===== config.mk =====
export PLATFORM = sky130hd
export DESIGN_NAME = radix2_divider
export DESIGN_NICKNAME = d
export VERILOG_FILES = /design/src/rtl/radix2_div_pkg.sv /design/src/rtl/radix2_div_rstsync.sv /design/src/rtl/radix2_div_ctrl.sv /design/src/rtl/radix2_div_step.sv /design/src/rtl/radix2_divider.sv
export SDC_FILE = /design/constraint.sdc
export NUM_CORES = 1
export LEC_CHECK = 0
export ABC_AREA = 1
export BUFFER_PORTS_ARGS = -buffer_cell sky130_fd_sc_hd__buf_2
export CAP_MARGIN = 30
export CORE_AREA = 3 3 84 86
export CTS_BUF_LIST = sky130_fd_sc_hd__clkbuf_4 sky130_fd_sc_hd__clkbuf_8 sky130_fd_sc_hd__clkbuf_16
export CTS_CLUSTER_SIZE = 20
export DETAILED_ROUTE_END_ITERATION = 10
export DIE_AREA = 0 0 87 89
export PLACE_DENSITY = 0.66
export SLEW_MARGIN = 10
export SYNTH_ARGS = -nofsm -noshare
export SYNTH_HDL_FRONTEND = slang
export SYNTH_SLANG_ARGS = --single-unit

===== constraint.sdc =====
create_clock -name clk -period 0.97 [get_ports clk]
set_input_delay 0.194 -clock clk [delete_from_list [all_inputs] [get_ports clk]]
set_output_delay 0.194 -clock clk [all_outputs]
set_load 0.05 [all_outputs]

===== src/rtl/radix2_div_pkg.sv =====
package radix2_div_pkg;
  typedef enum logic [1:0] {
    ST_IDLE = 2'd0,
    ST_RUN  = 2'd1,
    ST_FIX  = 2'd2,
    ST_DONE = 2'd3
  } div_state_e;
endpackage


===== src/rtl/radix2_div_rstsync.sv =====
module radix2_div_rstsync #(
  parameter int STAGES = 2
) (
  input  logic clk,
  input  logic rst_n,
  output logic rst_sync_n
);
  logic [STAGES-1:0] sync_q;

  always_ff @(posedge clk or negedge rst_n) begin
    if (!rst_n) sync_q <= '0;
    else        sync_q <= {sync_q[STAGES-2:0], 1'b1};
  end

  assign rst_sync_n = sync_q[STAGES-1];
endmodule


===== src/rtl/radix2_div_ctrl.sv =====
module radix2_div_ctrl
  import radix2_div_pkg::*;
#(
  parameter int WIDTH = 8
) (
  input  logic clk,
  input  logic rst_n,
  input  logic start_i,
  output logic accept_o,
  output logic step_o,
  output logic fix_o,
  output logic busy_o,
  output logic done_o
);
  localparam int CW = $clog2(WIDTH + 1);
  localparam logic [CW-1:0] LAST = CW'(WIDTH - 1);

  div_state_e state_q, state_d;
  logic [CW-1:0] cnt_q, cnt_d;
  logic cnt_en;

  always_comb begin
    state_d = state_q;
    cnt_d   = cnt_q;
    cnt_en  = 1'b0;
    unique case (state_q)
      ST_IDLE: if (start_i) begin
        state_d = ST_RUN;
        cnt_d   = '0;
        cnt_en  = 1'b1;
      end
      ST_RUN: begin
        cnt_en = 1'b1;
        if (cnt_q == LAST) state_d = ST_FIX;
        else               cnt_d   = cnt_q + 1'b1;
      end
      ST_FIX:  state_d = ST_DONE;
      ST_DONE: state_d = ST_IDLE;
      default: state_d = ST_IDLE;
    endcase
  end

  always_ff @(posedge clk or negedge rst_n) begin
    if (!rst_n) begin
      state_q <= ST_IDLE;
      cnt_q   <= '0;
    end else begin
      state_q <= state_d;
      if (cnt_en) cnt_q <= cnt_d;
    end
  end

  assign accept_o = (state_q == ST_IDLE) && start_i;
  assign step_o   = (state_q == ST_RUN);
  assign fix_o    = (state_q == ST_FIX);
  assign busy_o   = (state_q == ST_RUN) || (state_q == ST_FIX);
  assign done_o   = (state_q == ST_DONE);

  // the completion pulse lasts one cycle
  a_r2_done_single: assert property (@(posedge clk) disable iff (!rst_n)
    done_o |=> !done_o);
  // the iteration counter never runs past the operand width
  a_r2_count_bound: assert property (@(posedge clk) disable iff (!rst_n)
    step_o |-> (cnt_q < CW'(WIDTH)));
  // the correction cycle is followed by the completion pulse
  a_r2_fix_then_done: assert property (@(posedge clk) disable iff (!rst_n)
    fix_o |=> done_o);
  // a request during the completion pulse does not raise busy
  a_r7_no_restart_on_done: assert property (@(posedge clk) disable iff (!rst_n)
    (done_o && start_i) |=> !busy_o);
endmodule


===== src/rtl/radix2_div_step.sv =====
module radix2_div_step #(
  parameter int WIDTH = 8
) (
  input  logic [WIDTH:0]   p_i,
  input  logic [WIDTH-1:0] a_i,
  input  logic [WIDTH-1:0] b_i,
  input  logic             nonrest_i,
  output logic [WIDTH:0]   p_o,
  output logic [WIDTH-1:0] a_o
);
  localparam int XW = WIDTH + 2;

  logic [XW-1:0] shifted, b_ext, sum;
  logic do_sub, neg, restore;

  always_comb begin
    shifted = {p_i, a_i[WIDTH-1]};
    b_ext   = {2'b00, b_i};
    do_sub  = nonrest_i ? !p_i[WIDTH] : 1'b1;
    sum     = do_sub ? (shifted - b_ext) : (shifted + b_ext);
    neg     = sum[XW-1];
    restore = !nonrest_i && neg;
    p_o     = restore ? shifted[WIDTH:0] : sum[WIDTH:0];
    a_o     = {a_i[WIDTH-2:0], !neg};
  end
endmodule


===== src/rtl/radix2_divider.sv =====
module radix2_divider #(
  parameter int WIDTH = 8
) (
  input  logic             clk,
  input  logic             rst_n,
  input  logic             start_i,
  input  logic             nonrest_i,
  input  logic [WIDTH-1:0] dividend_i,
  input  logic [WIDTH-1:0] divisor_i,
  output logic             busy_o,
  output logic             done_o,
  output logic             div_zero_o,
  output logic [WIDTH-1:0] quot_o,
  output logic [WIDTH-1:0] rem_o
);
  logic rst_sync_n;
  logic accept, step_en, fix_en;

  logic [WIDTH:0]   p_q, p_d, step_p;
  logic [WIDTH-1:0] a_q, a_d, step_a;
  logic [WIDTH-1:0] b_q, b_d;
  logic             mode_q, mode_d;
  logic             dz_q, dz_d;
  logic             reg_en;

  radix2_div_rstsync #(.STAGES(2)) u_rst (
    .clk        (clk),
    .rst_n      (rst_n),
    .rst_sync_n (rst_sync_n)
  );

  radix2_div_ctrl #(.WIDTH(WIDTH)) u_ctrl (
    .clk      (clk),
    .rst_n    (rst_sync_n),
    .start_i  (start_i),
    .accept_o (accept),
    .step_o   (step_en),
    .fix_o    (fix_en),
    .busy_o   (busy_o),
    .done_o   (done_o)
  );

  radix2_div_step #(.WIDTH(WIDTH)) u_step (
    .p_i       (p_q),
    .a_i       (a_q),
    .b_i       (b_q),
    .nonrest_i (mode_q),
    .p_o       (step_p),
    .a_o       (step_a)
  );

  always_comb begin
    p_d    = p_q;
    a_d    = a_q;
    b_d    = b_q;
    mode_d = mode_q;
    dz_d   = dz_q;
    reg_en = accept || step_en || fix_en;
    if (accept) begin
      p_d    = '0;
      a_d    = dividend_i;
      b_d    = divisor_i;
      mode_d = nonrest_i;
      dz_d   = (divisor_i == '0);
    end else if (step_en) begin
      p_d = step_p;
      a_d = step_a;
    end else if (fix_en) begin
      if (p_q[WIDTH]) p_d = p_q + {1'b0, b_q};
    end
  end

  always_ff @(posedge clk or negedge rst_sync_n) begin
    if (!rst_sync_n) begin
      p_q    <= '0;
      a_q    <= '0;
      b_q    <= '0;
      mode_q <= 1'b0;
      dz_q   <= 1'b0;
    end else if (reg_en) begin
      p_q    <= p_d;
      a_q    <= a_d;
      b_q    <= b_d;
      mode_q <= mode_d;
      dz_q   <= dz_d;
    end
  end

  assign quot_o     = a_q;
  assign rem_o      = p_q[WIDTH-1:0];
  assign div_zero_o = dz_q;

  // a reported remainder is always below the divisor
  a_r3_rem_below_divisor: assert property (@(posedge clk) disable iff (!rst_sync_n)
    (done_o && !div_zero_o) |-> (rem_o < b_q));
  // the correction leaves no negative remainder behind
  a_r4_rem_nonneg: assert property (@(posedge clk) disable iff (!rst_sync_n)
    done_o |-> !p_q[WIDTH]);
  // results stay put after the completion pulse
  a_r8_hold_after_done: assert property (@(posedge clk) disable iff (!rst_sync_n)
    done_o |=> ($stable(quot_o) && $stable(rem_o) && $stable(div_zero_o)));
  // busy and done are never high together
  a_r2_busy_done_excl: assert property (@(posedge clk) disable iff (!rst_sync_n)
    !(busy_o && done_o));
endmodule


==> reports/metrics.cfg <==
[floorplanning]
rows = 29
die_y_um = 89
start_util_pct = 44.37
die_w_um = 87
fp.dieArea_mm2 = 0.007743
io_pins = 39
core_mm2 = 0.006350

[synth]
synth_edf_count = 0
yosysSeqAreaShare_pct = 31.08
postSynthCellCount = 378
synth_seq_cells = 35
syn_area_per_cell_um2 = 7.454
yosys.area.top_type_share_pct = 31.08
syn_area_mm2 = 0.002818
async_reset_ff_share_pct = 100.0
yosysWarnings = 0
yosys.area.top_type = dfrtp_1
synth.area.top_cells = dfrtp_1 31%, nand2_1 14%, ha_1 10%, inv_1 5.9%, nand3_1 5.0%
syn_nets = 423
synthDistinctLibCells = 37
synthFlopType = dfrtp_1

[cts]
insertion_delay_ps = 290
cts_buffers = 5
root_buffer = clkbuf_8
clock-sinks = 35
clockBufferDepth = 2
htree_levels = 2
cts_tree = built
clkSlewWorstSetupHoldPaths_ps = 70

[min_path]
min_path_cells = 3
hp-class = in2reg
hold_start = dividend_i[3]

[global_route]
grt_first_pass_wirelength_mm = 13.84
grtUsageTotal_pct = 22.99
grt_pass1_vias = 3056
antenna_found_initial = 0
grt_overflow = 0
grt_max_degree = 25

[setup_path]
arrival_ps = 2750
startpoint_type = register
end_kind = register
reg2reg_depth = 20
path_max_fanout = 6
critPathKind = reg2reg
crit-reg2reg-launch = b_q[1]
startpoint = b_q[1]
required_ps = 1150

[status]
status = complete, but fails checks
violations = setup timing

[route]
vias = 3040
met3_length_um = 366
postRouteWirelength_mm = 8.629
viasPerCell = 5.092
wl_met1_mm = 3.651
met2_wirelength_mm = 4.300
first_iter_violations = 110
drcViolationCount = 0
firstDrtPassIters = 4
top_layer_used = met4
routedWlPerCell_um = 14.45
ant_nets = 0

[finish]
drive_gt1_share_pct = 47.31
nFillCells = 438
final_common_cell = buf_4
multi_input_area_mm2 = 0.002012
fin_cells = 597
layout_common_cells = 84 x buf_4, 80 x nand2_1, 39 x inv_1, 33 x dfrtp_1, 29 x buf_6
n_antenna_cell = 0
fin_nets = 564
area_growth_syn_to_layout_pct = 62.34
regArea_um2 = 878.3

[placement]
gp_congestion = 0.9549
dp_cells = 564
dp_hpwl_mm = 6.197
dp_slack_ps = -1782
portBuffers = 38

[power]
cellPowerDensity_mw_per_mm2 = 4203
vdd_ir_drop_max_v = 0.002893
power.total_w = 0.01923
p_leak_nw = 2.383

[sta]
fmax_mhz = 390.1
period_needed_ps = 2563
final.setup.tns_ps = -27940
drv_slew = 0
setup_viol = 52
fin_crit_sh_pct = 264.2
setup_ws_ps = -1593
hold_violations = 0
holdWs_ps = 118.8
rsz0062_at_grt = yes
fin_skew_ps = 4.431

[flow_run]
cap_violations = 0

==> routing by layer <==
layer	track usage, %	vias up
met1	27.53	1417
met3	4.055	27
met5	0	-
li1	-	1521
met4	10.48	0
met2	40.23	75
==> critical path, cell delays in order (launching register included) <==
cell	delay, ps
dfrtp_1	390
inv_2	90
ha_4	130
nand2_1	50
nor2_2	90
nand2_1	80
o21ai_1	140
xnor2_1	150
inv_1	90
ha_4	310
nand2_2	70
nor2_4	130
nand3_2	100
nand3_4	100
nand2_4	80
nand2_4	120
nand3_1	80
nand3_1	90
nand2_1	50
nand2_1	60
nand2_1	40
==> stage by stage <==
| stage | util, % | instance area, um^2 |
|---|---|---|
| floorplan | - | 2914 |
| global placement | 58.72 | 3729 |
| detailed placement | 58.72 | 3729 |
| CTS | 68.95 | 4378 |
| global route | 72.04 | 4574 |
| finish | 72.04 | 4574 |
==> path summary, 6_finish.rpt <==
check / endpoint / slack (ps)
max: p_q[7] / -1590
min: quot_o[3] / 120
max reg2reg: p_q[7] / -1590
min reg2reg: u_ctrl.cnt_q[2] / 140
max in group asynchronous: p_q[0] / 400
min in group asynchronous: u_ctrl.cnt_q[2] / 140
==> logic make-up (layout without fill, tap and decap cells) <==
logic type	Yosys count	count (layout)	synth area share, %
compound gates	64	64	13.63
other cells	1	1	0.1331
buf+inv	63	204	10.35
fa+ha+maj	25	25	11.63
simple gates	177	178	29.13
flops	35	35	31.08
xor+xnor	13	13	4.041
==> flip-flops by register name, indices dropped and copies added (netlist names) <==
register / flops
u_rst.sync_q: 2
mode_q: 1
div_zero_o: 1
p_q: 9
u_ctrl.state_q: 2
quot_o: 8
b_q: 8
u_ctrl.cnt_q: 4
==> layout make-up <==
cell class / instances / area share, %
clock buffer: 6 / 1.668
sequential: 35 / 19.20
inverter: 49 / 4.185
multi-input combinational: 281 / 43.98
tap: 77 / 2.106
clock inverter: 2 / 0.2735
timing repair buffer: 147 / 28.58
==> timing repair <==
action                                  CTS  global route
endpoints found under the setup margin   52            52
hold buffers                              1             0
endpoints found under the hold margin     2             0
gates resized for setup                 112            43
pin swaps                                23            21
buffers inserted                         15             8
gates cloned                              3             0
==> cells in the mapped netlist, types with 3 or more instances <==
cell,number
a21oi_1,22
buf_4,9
dfrtp_1,35
ha_1,23
inv_1,44
inv_2,3
nand2_1,105
nand2_2,5
nand3_1,28
nand3_2,9
nand4_1,3
nor2_1,15
nor3_1,4
o21ai_0,19
o21ai_1,3
o221ai_1,6
xnor2_1,4
xor2_1,9
==> power breakdown <==
| group | switching (W) | internal (W) | total (W) | leakage (nW) |
|---|---|---|---|---|
| logic | 0.00836 | 0.00727 | 0.0156 | 1.90 |
| clock network | 0.000552 | 0.000530 | 0.00108 | 0.0446 |
| registers | 0.000482 | 0.00204 | 0.00252 | 0.442 |
No activity file was read; power rests on OpenSTA's default activity.
